File: src/rtl/irq_merge_pkg.sv
package irq_merge_pkg;
  localparam int REG_W  = 8;
  localparam int ADDR_W = 6;

  localparam logic [ADDR_W-1:0] A_PIN_CFG = 6'h05;
  localparam logic [ADDR_W-1:0] A_RX_EN   = 6'h07;
  localparam logic [ADDR_W-1:0] A_RX_ST   = 6'h08;
  localparam logic [ADDR_W-1:0] A_TX_EN   = 6'h0D;
  localparam logic [ADDR_W-1:0] A_TX_ST   = 6'h0E;
  localparam logic [ADDR_W-1:0] A_WK_EN   = 6'h1C;
  localparam logic [ADDR_W-1:0] A_WK_ST   = 6'h1D;

  // pin drive styles, encoding fixed by the configuration field
  typedef enum logic [1:0] {
    DRV_PUSH_LOW  = 2'b00,  // active 0, idle 1, always driven
    DRV_PUSH_HIGH = 2'b01,  // active 1, idle 0, always driven
    DRV_SINK      = 2'b10,  // active 0, idle released
    DRV_SOURCE    = 2'b11   // active 1, idle released
  } drv_style_e;

  localparam drv_style_e DRV_RESET = DRV_PUSH_HIGH;
endpackage

File: src/rtl/irq_status_bank.sv
module irq_status_bank #(
  parameter int             W       = 4,
  parameter logic [W-1:0]   RST_VAL = '0
) (
  input  logic         clk,
  input  logic         rst_n,
  input  logic [W-1:0] evt,
  input  logic         clr,
  output logic [W-1:0] stat
);
  // sticky flags; a pulse in the clearing cycle survives the clear
  always_ff @(posedge clk or negedge rst_n) begin
    if (!rst_n) stat <= RST_VAL;
    else        stat <= (clr ? '0 : stat) | evt;
  end
endmodule

File: src/rtl/irq_regfile.sv
module irq_regfile
  import irq_merge_pkg::*;
#(
  parameter int TX_N = 4,
  parameter int RX_N = 8,
  parameter int WK_N = 1
) (
  input  logic              clk,
  input  logic              rst_n,
  input  logic              reg_wr,
  input  logic              reg_rd,
  input  logic [ADDR_W-1:0] reg_addr,
  input  logic [REG_W-1:0]  reg_wdata,
  output logic [REG_W-1:0]  reg_rdata,
  input  logic [TX_N-1:0]   tx_stat,
  input  logic [RX_N-1:0]   rx_stat,
  input  logic [WK_N-1:0]   wake_stat,
  output logic [TX_N-1:0]   tx_en,
  output logic [RX_N-1:0]   rx_en,
  output logic [WK_N-1:0]   wake_en,
  output drv_style_e        drv_style,
  output logic              tx_clr,
  output logic              rx_clr,
  output logic              wake_clr
);
  always_ff @(posedge clk or negedge rst_n) begin
    if (!rst_n) begin
      tx_en     <= '0;
      rx_en     <= '0;
      wake_en   <= '0;
      drv_style <= DRV_RESET;
    end else if (reg_wr) begin
      case (reg_addr)
        A_TX_EN:   tx_en     <= reg_wdata[TX_N-1:0];
        A_RX_EN:   rx_en     <= reg_wdata[RX_N-1:0];
        A_WK_EN:   wake_en   <= reg_wdata[WK_N-1:0];
        A_PIN_CFG: drv_style <= drv_style_e'(reg_wdata[1:0]);
        default:   ;
      endcase
    end
  end

  assign tx_clr   = reg_rd && (reg_addr == A_TX_ST);
  assign rx_clr   = reg_rd && (reg_addr == A_RX_ST);
  assign wake_clr = reg_rd && (reg_addr == A_WK_ST);

  always_comb begin
    reg_rdata = '0;
    case (reg_addr)
      A_TX_EN:   reg_rdata[TX_N-1:0] = tx_en;
      A_TX_ST:   reg_rdata[TX_N-1:0] = tx_stat;
      A_RX_EN:   reg_rdata[RX_N-1:0] = rx_en;
      A_RX_ST:   reg_rdata[RX_N-1:0] = rx_stat;
      A_WK_EN:   reg_rdata[WK_N-1:0] = wake_en;
      A_WK_ST:   reg_rdata[WK_N-1:0] = wake_stat;
      A_PIN_CFG: reg_rdata[1:0]      = drv_style;
      default:   reg_rdata = '0;
    endcase
  end
endmodule

File: src/rtl/irq_pin_drive.sv
module irq_pin_drive
  import irq_merge_pkg::*;
(
  input  drv_style_e style,
  input  logic       req,
  output logic       pin_lvl,
  output logic       pin_oe
);
  always_comb begin
    case (style)
      DRV_PUSH_LOW:  begin pin_lvl = ~req; pin_oe = 1'b1; end
      DRV_PUSH_HIGH: begin pin_lvl = req;  pin_oe = 1'b1; end
      DRV_SINK:      begin pin_lvl = 1'b0; pin_oe = req;  end
      DRV_SOURCE:    begin pin_lvl = req;  pin_oe = req;  end
      default:       begin pin_lvl = req;  pin_oe = 1'b1; end
    endcase
  end
endmodule

File: src/rtl/irq_merge_unit.sv
module irq_merge_unit
  import irq_merge_pkg::*;
#(
  parameter int TX_N = 4,
  parameter int RX_N = 8
) (
  input  logic              clk,
  input  logic              rst_n,
  input  logic [TX_N-1:0]   tx_evt,
  input  logic [RX_N-1:0]   rx_evt,
  input  logic              wake_evt,
  input  logic              tx_mode,
  input  logic              rx_mode,
  input  logic              reg_wr,
  input  logic              reg_rd,
  input  logic [ADDR_W-1:0] reg_addr,
  input  logic [REG_W-1:0]  reg_wdata,
  output logic [REG_W-1:0]  reg_rdata,
  output logic              irq_out,
  output logic              irq_oe
);
  localparam int WK_N = 1;

  logic [TX_N-1:0] tx_stat, tx_en;
  logic [RX_N-1:0] rx_stat, rx_en;
  logic [WK_N-1:0] wake_stat, wake_en;
  logic            tx_clr, rx_clr, wake_clr;
  drv_style_e      drv_style;
  logic            tx_hit, rx_hit, wk_hit, irq_req;

  irq_status_bank #(.W(TX_N), .RST_VAL('0)) u_tx_bank (
    .clk(clk), .rst_n(rst_n), .evt(tx_evt), .clr(tx_clr), .stat(tx_stat));

  irq_status_bank #(.W(RX_N), .RST_VAL('0)) u_rx_bank (
    .clk(clk), .rst_n(rst_n), .evt(rx_evt), .clr(rx_clr), .stat(rx_stat));

  // wake flag starts set: the oscillator is already running out of reset
  irq_status_bank #(.W(WK_N), .RST_VAL('1)) u_wk_bank (
    .clk(clk), .rst_n(rst_n), .evt(wake_evt), .clr(wake_clr), .stat(wake_stat));

  irq_regfile #(.TX_N(TX_N), .RX_N(RX_N), .WK_N(WK_N)) u_regs (
    .clk(clk), .rst_n(rst_n),
    .reg_wr(reg_wr), .reg_rd(reg_rd), .reg_addr(reg_addr),
    .reg_wdata(reg_wdata), .reg_rdata(reg_rdata),
    .tx_stat(tx_stat), .rx_stat(rx_stat), .wake_stat(wake_stat),
    .tx_en(tx_en), .rx_en(rx_en), .wake_en(wake_en), .drv_style(drv_style),
    .tx_clr(tx_clr), .rx_clr(rx_clr), .wake_clr(wake_clr));

  // direction gating acts on the request only; enables are untouched
  assign tx_hit  = (|(tx_stat & tx_en)) & ~rx_mode;
  assign rx_hit  = (|(rx_stat & rx_en)) & ~tx_mode;
  assign wk_hit  = |(wake_stat & wake_en);
  assign irq_req = tx_hit | rx_hit | wk_hit;

  irq_pin_drive u_pin (
    .style(drv_style), .req(irq_req), .pin_lvl(irq_out), .pin_oe(irq_oe));
endmodule

File: config.mk
export PLATFORM = sky130hd
export DESIGN_NAME = irq_merge_unit
export DESIGN_NICKNAME = d
export VERILOG_FILES = /design/src/rtl/irq_merge_pkg.sv /design/src/rtl/irq_status_bank.sv /design/src/rtl/irq_regfile.sv /design/src/rtl/irq_pin_drive.sv /design/src/rtl/irq_merge_unit.sv
export SDC_FILE = /design/constraint.sdc
export NUM_CORES = 1
export LEC_CHECK = 0
export ABC_CLOCK_PERIOD_IN_PS = 2800
export BUFFER_PORTS_ARGS = -buffer_cell sky130_fd_sc_hd__buf_2
export CORE_ASPECT_RATIO = 0.7
export CORE_MARGIN = 2
export CORE_UTILIZATION = 35
export CTS_CLUSTER_SIZE = 28
export DETAILED_ROUTE_END_ITERATION = 8
export PLACE_DENSITY = 0.54
export SETUP_SLACK_MARGIN = 0.02
export SYNTH_ARGS = -nofsm -noshare
export SYNTH_HDL_FRONTEND = slang
export SYNTH_HIERARCHICAL = 1
export SYNTH_SLANG_ARGS = --single-unit
File: constraint.sdc
create_clock -name clk -period 2.8 [get_ports clk]
set_clock_uncertainty 0.2 [all_clocks]
set_input_delay 0.28 -clock clk [delete_from_list [all_inputs] [get_ports clk]]
set_output_delay 0.28 -clock clk [all_outputs]
set_load 0.01 [all_outputs]
# [Yosys cells after proc, flatten, opt, wreduce, memory -nomap -nowiden]
# Index checks and enable logic that the tools add are counted.
[word_totals] input_bits=33 latchBits=0 romBits=0 mem_count=0 output_inout_bits=10 elab_cells=52 mem_bits_rw=0 regBits=28
[classes] n_addsub=0 n_shift=0 mux=9 reduce_logical=13 magnitude_cmp=0 n_div=0 mul=0 eq_ne=10 bitwise_logic=13
[op_table] operator="== test 6 x 4 -> 1 bit (second input constant)" count=3
[op_table] operator="== test 6 x 3 -> 1 bit (second input constant)" count=2
[op_table] operator="== test 6 x 5 -> 1 bit (second input constant)" count=2
[op_table] operator="AND 8 bit" count=1
[op_table] operator="two-way mux 8 bit" count=1
[op_table] operator="bitwise OR 8 bit" count=1
[op_table] operator="case mux 2 bit (4 select lines)" count=1
[op_table] operator="case mux 4 bit (2 select lines)" count=1
[op_table] operator="AND reduction 2 bit" count=4
[op_table] operator="OR reduction 8 bit" count=1
[op_table] operator="case mux 1 bit (7 select lines)" count=1
[op_table] operator="OR reduction 2 bit" count=3
[op_table] operator="case mux 1 bit (5 select lines)" count=1
[op_table] operator="AND 4 bit" count=1
[op_table] operator="== test 2 bit (second input constant)" count=2
[op_table] operator="two-way mux 4 bit" count=1
[op_table] operator="bitwise OR 4 bit" count=1
[op_table] operator="OR reduction 4 bit" count=1
[op_table] operator="AND 1 bit" count=3
[op_table] operator="logical AND 1 bit" count=3
[op_table] operator="NOT 1 bit" count=3
[op_table] operator="bitwise OR 1 bit" count=3
[op_table] operator="case mux 1 bit (3 select lines)" count=1
[op_table] operator="== test 2 x 1 -> 1 bit (second input constant)" count=1
[op_table] operator="3 further kinds" count=3

# [Logic depth before layout (Yosys ltp)]
[depth] depth_word=7 depth_mapped=6 depth_no_buf=5

# [By module]
# The synthesis kept the hierarchy.
[modules_own_cells] mod="irq_regfile" n_inst=1 seq_area_each_um2=376.6 area_each_um2=947.2 cells_per_inst=80
[modules_own_cells] mod="irq_status_bank (u_rx_bank)" n_inst=1 seq_area_each_um2=200.2 area_each_um2=264.0 cells_per_inst=17
[modules_own_cells] mod="irq_status_bank (u_tx_bank)" n_inst=1 seq_area_each_um2=100.1 area_each_um2=133.9 cells_per_inst=9
[modules_own_cells] mod="irq_merge_unit" n_inst=1 seq_area_each_um2=0.0 area_each_um2=77.6 cells_per_inst=9
[modules_own_cells] mod="irq_status_bank (u_wk_bank)" n_inst=1 seq_area_each_um2=26.3 area_each_um2=37.5 cells_per_inst=3
[modules_own_cells] mod="irq_pin_drive" n_inst=1 seq_area_each_um2=0.0 area_each_um2=18.8 cells_per_inst=3

# [Worst setup path after synthesis]
# OpenSTA, ideal clock, no wires.
[synth_path] path_kind="reg-to-output" start="register u_rx_bank.stat[3]" end="output port irq_out" required_ps=2320 arrival_time_ps=1272 path_buffers=0 path_slack_ps=1048 path_stages_with_launch=6 path_cell_list="dfrtp_1 a22oi_1 a41oi_1 a211o_1 nor3_1 a21o_1"
[synth_via] elab_chain_cells=7
[synth_lines] item="from (decl)" line_no="irq_status_bank.sv:9" rtl="output logic [W-1:0] stat"
[synth_lines] item="from (signal assigned)" line_no="irq_status_bank.sv:14" rtl="else stat <= (clr ? '0 : stat) | evt;"
[synth_lines] item="AND 8 bit *" line_no="irq_merge_unit.sv:51" rtl="assign rx_hit = (|(rx_stat & rx_en)) & ~tx_mode;"
[synth_lines] item="OR reduction 8 bit *" line_no="irq_merge_unit.sv:51"
[synth_lines] item="AND 1 bit *" line_no="irq_merge_unit.sv:51"
[synth_lines] item="bitwise OR 1 bit * (2 in a row)" line_no="irq_merge_unit.sv:53" rtl="assign irq_req = tx_hit | rx_hit | wk_hit;"
[synth_lines] item="via irq_req" line_no="irq_merge_unit.sv:29" rtl="logic tx_hit, rx_hit, wk_hit, irq_req;"
[synth_lines] item="NOT 1 bit" line_no="irq_pin_drive.sv:11" rtl="DRV_PUSH_LOW: begin pin_lvl = ~req; pin_oe = 1'b1; end"
[synth_lines] item="case mux 1 bit (3 select lines) *" line_no="irq_pin_drive.sv:10" rtl="case (style)"
[synth_lines] item="to (decl)" line_no="irq_merge_unit.sv:19" rtl="output logic irq_out,"
# The timed path passes the listed nets; every way through them passes the cells marked *.

# [Worst setup path in the final report]
# Ends and elaborated chain as after synthesis.

==> flow_results.xml <==
<?xml version="1.0" encoding="UTF-8"?>
<metrics>
  <group name="min_path">
    <metric name="hold_path_class" unit="">in -&gt; reg</metric>
  </group>
  <group name="sta">
    <metric name="period_utilisation_layout" unit="">0.8175</metric>
    <metric name="slew_viol_final" unit="">0</metric>
    <metric name="worstMarginPinSlew" unit="ps">622.8</metric>
    <metric name="worst_slack" unit="ps">511.0</metric>
    <metric name="fmax" unit="GHz">0.4369</metric>
    <metric name="slew-limit-headroom" unit="">0.5848</metric>
    <metric name="unrepaired_setup_endpoints_after_global_routing" unit="">no</metric>
    <metric name="final-hold-violation-count" unit="">0</metric>
    <metric name="finalCriticalPeriod" unit="ps">2289</metric>
    <metric name="finalSetupViolCount" unit="">0</metric>
    <metric name="holdWs" unit="ps">28.13</metric>
    <metric name="timing.setup.tns" unit="ps">0</metric>
  </group>
  <group name="synth">
    <metric name="yosysSeqAreaShare" unit="">0.4755</metric>
    <metric name="synth_flop_cell" unit="">sky130_fd_sc_hd__dfrtp_1</metric>
    <metric name="number_of_enable_type_register_cells_in_the_synthesized_netlist" unit="">0</metric>
    <metric name="asyncSetResetFlopFracSynth" unit="">1.000</metric>
    <metric name="syn_inst" unit="">121</metric>
    <metric name="post_synth_num_cell_types" unit="">36</metric>
    <metric name="synthesis.area" unit="um2">1479</metric>
    <metric name="synth_area_per_cell" unit="um2">12.22</metric>
    <metric name="ys.warnings.count" unit="">6</metric>
    <metric name="ys_top_cells_by_count" unit="">sky130_fd_sc_hd__dfrtp_1, sky130_fd_sc_hd__mux2_2, sky130_fd_sc_hd__a21o_1</metric>
    <metric name="synth.most_common_cell" unit="">sky130_fd_sc_hd__dfrtp_1</metric>
    <metric name="synth.area.top_cells" unit="">sky130_fd_sc_hd__dfrtp_1, sky130_fd_sc_hd__mux2_2, sky130_fd_sc_hd__a21o_1</metric>
    <metric name="synth.top_cell.area_share" unit="">0.4399</metric>
    <metric name="flip_flop_and_latch_count_after_synthesis" unit="">28</metric>
    <metric name="synth_top_cell_by_area" unit="">sky130_fd_sc_hd__dfrtp_1</metric>
    <metric name="postSynthNetCount" unit="">154</metric>
  </group>
  <group name="power_and_ir_drop">
    <metric name="worst_ir_drop_vdd" unit="uV">190.5</metric>
    <metric name="switchingPower" unit="mW">0.2244</metric>
    <metric name="power.static_leakage" unit="nW">0.8682</metric>
    <metric name="clock_network_fraction_of_design_power" unit="">0.340</metric>
    <metric name="internal_power" unit="mW">0.7186</metric>
    <metric name="p_per_area" unit="nW/um2">488.8</metric>
    <metric name="fin_total_pwr" unit="mW">0.9431</metric>
    <metric name="power.share.combinational" unit="">0.168</metric>
    <metric name="netSwitchingFraction" unit="">0.2380</metric>
    <metric name="power.sequential.fraction" unit="">0.492</metric>
  </group>
  <group name="detailed_routing">
    <metric name="first_iter_violations" unit="">98</metric>
    <metric name="viasPerCell" unit="">5.396</metric>
    <metric name="routed_wl" unit="um">3675</metric>
    <metric name="detailroute.via_count" unit="">1225</metric>
    <metric name="routedWlPerCell" unit="um">16.19</metric>
    <metric name="antenna_nets_post_route" unit="">0</metric>
    <metric name="first_pass_iters" unit="">4</metric>
    <metric name="remaining_drc_errors" unit="">0</metric>
  </group>
  <group name="die">
    <metric name="area_of_the_placeable_core" unit="um2">3994</metric>
    <metric name="die-area" unit="um2">4770</metric>
    <metric name="die_wd" unit="um">81.70</metric>
    <metric name="std_cell_rows" unit="">19</metric>
    <metric name="starting_utilization_of_the_core_area" unit="">0.3703</metric>
    <metric name="ios" unit="">43</metric>
    <metric name="chipHeight" unit="um">58.39</metric>
  </group>
  <group name="global_routing">
    <metric name="grt_first_pass_wirelength" unit="um">5989</metric>
    <metric name="globalRoute.totalOverflow" unit="">0</metric>
    <metric name="grtUsageMet3" unit="">0.03528</metric>
    <metric name="grt_pass1_vias" unit="">1227</metric>
    <metric name="initial_antenna_violation_count" unit="">0</metric>
    <metric name="grtUsageTotal" unit="">0.1685</metric>
    <metric name="global_route.usage.met2" unit="">0.2564</metric>
    <metric name="grt-busiest-layer" unit="">met2</metric>
    <metric name="met1_resource_use_gr" unit="">0.2436</metric>
    <metric name="grt_start_max_net_pins" unit="">29</metric>
  </group>
  <group name="worst_setup_path">
    <metric name="worst_path_dominant_cell_family" unit="">compound AO/OA/AOI/OAI gates</metric>
    <metric name="start_kind" unit="">flop</metric>
    <metric name="crit_required" unit="ps">2320</metric>
    <metric name="critical_path_buffers_and_inverters" unit="">1</metric>
    <metric name="timing.critical_path.slowest_stage_cell" unit="">sky130_fd_sc_hd__dfrtp_1</metric>
    <metric name="critical_path_class" unit="">reg -&gt; out</metric>
    <metric name="critPathMaxStageDelay" unit="ps">410</metric>
    <metric name="path_max_fanout" unit="">3</metric>
    <metric name="critical_path.cell_chain" unit="">a22oi_1 &gt; a41oi_1 &gt; a211o_1 &gt; nor3_1 &gt; a21o_1 &gt; buf_2</metric>
    <metric name="cp-end-kind" unit="">primary output</metric>
    <metric name="crit_arrival" unit="ps">1810</metric>
  </group>
  <group name="clock_network">
    <metric name="cts_buffers" unit="">3</metric>
    <metric name="path_clk_slew" unit="ps">100</metric>
    <metric name="clkSinkCount" unit="">28</metric>
    <metric name="worst_skew_pair_later_pin_latency" unit="ps">270</metric>
    <metric name="root_buffer" unit="">sky130_fd_sc_hd__clkbuf_8</metric>
    <metric name="cts-root-to-sink-buffers" unit="">2</metric>
    <metric name="clock_tree_from_tritoncts" unit="">done</metric>
    <metric name="cts-htree-levels" unit="">1</metric>
    <metric name="number_of_gates_resized_after_cts" unit="">0</metric>
  </group>
  <group name="run_status">
    <metric name="run_status" unit="">finished, final reports clean</metric>
  </group>
  <group name="final_layout">
    <metric name="layout.filler_cells" unit="">375</metric>
    <metric name="layout-drive-gt1-share" unit="">0.4114</metric>
    <metric name="syn_to_final_growth" unit="%">30.46</metric>
    <metric name="multiInputGateArea" unit="um2">724.4</metric>
    <metric name="diodes" unit="">0</metric>
    <metric name="finalNetCount" unit="">209</metric>
    <metric name="register_area" unit="um2">703.2</metric>
    <metric name="utilization_after_layout" unit="">0.4831</metric>
  </group>
  <group name="placed_design">
    <metric name="routabilityCongestion" unit="">0.8378</metric>
    <metric name="port_buffers" unit="">42</metric>
    <metric name="pre_cts_ws" unit="ps">724.7</metric>
    <metric name="detailedPlacementHpwl" unit="um">2799</metric>
  </group>
  <group name="run">
    <metric name="number_of_maximum_capacitance_constraint_violations" unit="">0</metric>
  </group>
</metrics>
## worst paths after layout
check / startpoint / to / slack, ps / cells past startpoint
setup / recovery: u_rx_bank/stat[3]$_DFF_PN0_ / irq_out / 510 / 6
hold / removal: reg_wdata[5] / u_regs/rx_en[5]$_DFFE_PN0P_ / 30 / 2
setup reg to reg: u_regs/tx_en[2]$_DFFE_PN0P_ / u_regs/tx_en[2]$_DFFE_PN0P_ / 1800 / 1
hold reg to reg: u_rx_bank/stat[7]$_DFF_PN0_ / u_rx_bank/stat[7]$_DFF_PN0_ / 320 / 1
max in group asynchronous: rst_n / u_regs/drv_style[1]$_DFFE_PN0P_ / 1650 / 2
min in group asynchronous: rst_n / u_regs/rx_en[7]$_DFFE_PN0P_ / 340 / 2
## cells in the final DEF, fill, tap and decap left out
cell type and count:
sky130_fd_sc_hd__a221o_1 2, sky130_fd_sc_hd__buf_2 42, sky130_fd_sc_hd__nor4b_2 1, sky130_fd_sc_hd__nand3b_1 6, sky130_fd_sc_hd__nor4b_4 1, sky130_fd_sc_hd__a21o_1 14
sky130_fd_sc_hd__and2_1 1, sky130_fd_sc_hd__nand4_4 1, sky130_fd_sc_hd__a41oi_1 1, sky130_fd_sc_hd__a22oi_1 4, sky130_fd_sc_hd__a2111o_1 1, sky130_fd_sc_hd__o211ai_1 1
sky130_fd_sc_hd__nand2_1 2, sky130_fd_sc_hd__nand3_1 3, sky130_fd_sc_hd__mux2_2 16, sky130_fd_sc_hd__a22o_1 4, sky130_fd_sc_hd__dfrtp_1 26, sky130_fd_sc_hd__inv_2 2
sky130_fd_sc_hd__clkbuf_8 3, sky130_fd_sc_hd__mux2_1 1, sky130_fd_sc_hd__nor3b_4 1, sky130_fd_sc_hd__a22oi_2 2, sky130_fd_sc_hd__dlygate4sd3_1 14, sky130_fd_sc_hd__nor3b_1 1
sky130_fd_sc_hd__inv_1 2, sky130_fd_sc_hd__a2bb2oi_1 1, sky130_fd_sc_hd__nor2b_1 1, sky130_fd_sc_hd__mux2i_1 1, sky130_fd_sc_hd__nor2_1 2, sky130_fd_sc_hd__nand2b_1 1
sky130_fd_sc_hd__dfstp_2 2, sky130_fd_sc_hd__nor3_1 2, sky130_fd_sc_hd__and4b_1 1, sky130_fd_sc_hd__nand4bb_1 1, sky130_fd_sc_hd__and3_1 5, sky130_fd_sc_hd__a21oi_1 4
sky130_fd_sc_hd__bufinv_16 1, sky130_fd_sc_hd__a211o_1 1
## per-stage QoR
stage	area, um2	cells
after global placement	1718	209
after floorplan	1479	121
after global routing	1929	227
final	1929	227
after detailed placement	1718	209
after CTS	1929	227
## timing repair
action | 4_1_cts | 5_1_grt
hold endpoints to repair | 39 | 0
setup buffers | 0 | 0
hold buffers | 14 | 0
## layer usage
metal	wire, um	vias to the layer above	part of all wire
met2	1664	31	0.45
met5	0	-	0
met3	163	7	0.044
met1	1792	616	0.49
met4	55	0	0.015
li1	-	571	-
## cell families after synthesis
logic type      after synthesis  synth area share
mux                          18            0.1362
compound gates               35            0.1895
buf+inv                      10           0.03469
flops                        28            0.4755
simple gates                 30            0.1641
## power by group through the flow
stage               Sequential [mW]  Combinational, mW  Clock [mW]
floorplan                     0.462             0.0919           0
global placement              0.471              0.141           0
detailed placement            0.472              0.146           0
CTS                           0.464              0.161       0.331
global route                  0.469              0.176       0.351
finish                        0.464              0.158       0.320
## registers in the layout, indices dropped and copies added (netlist names)
register          flops
u_regs/drv_style      2
u_regs/rx_en          8
u_regs/tx_en          4
u_regs/wake_en        1
u_rx_bank/stat        8
u_tx_bank/stat        4
u_wk_bank/stat        1
## area by class of cell
class | count | share of cell area
flip-flops and latches | 28 | 0.3645
repair buffers | 56 | 0.1816
multi-input cells | 83 | 0.3755
well taps | 52 | 0.03372
inverters | 4 | 0.007782
clock inverters | 1 | 0.01556
clock buffers | 3 | 0.02140
(Power assumes the default switching activity.)
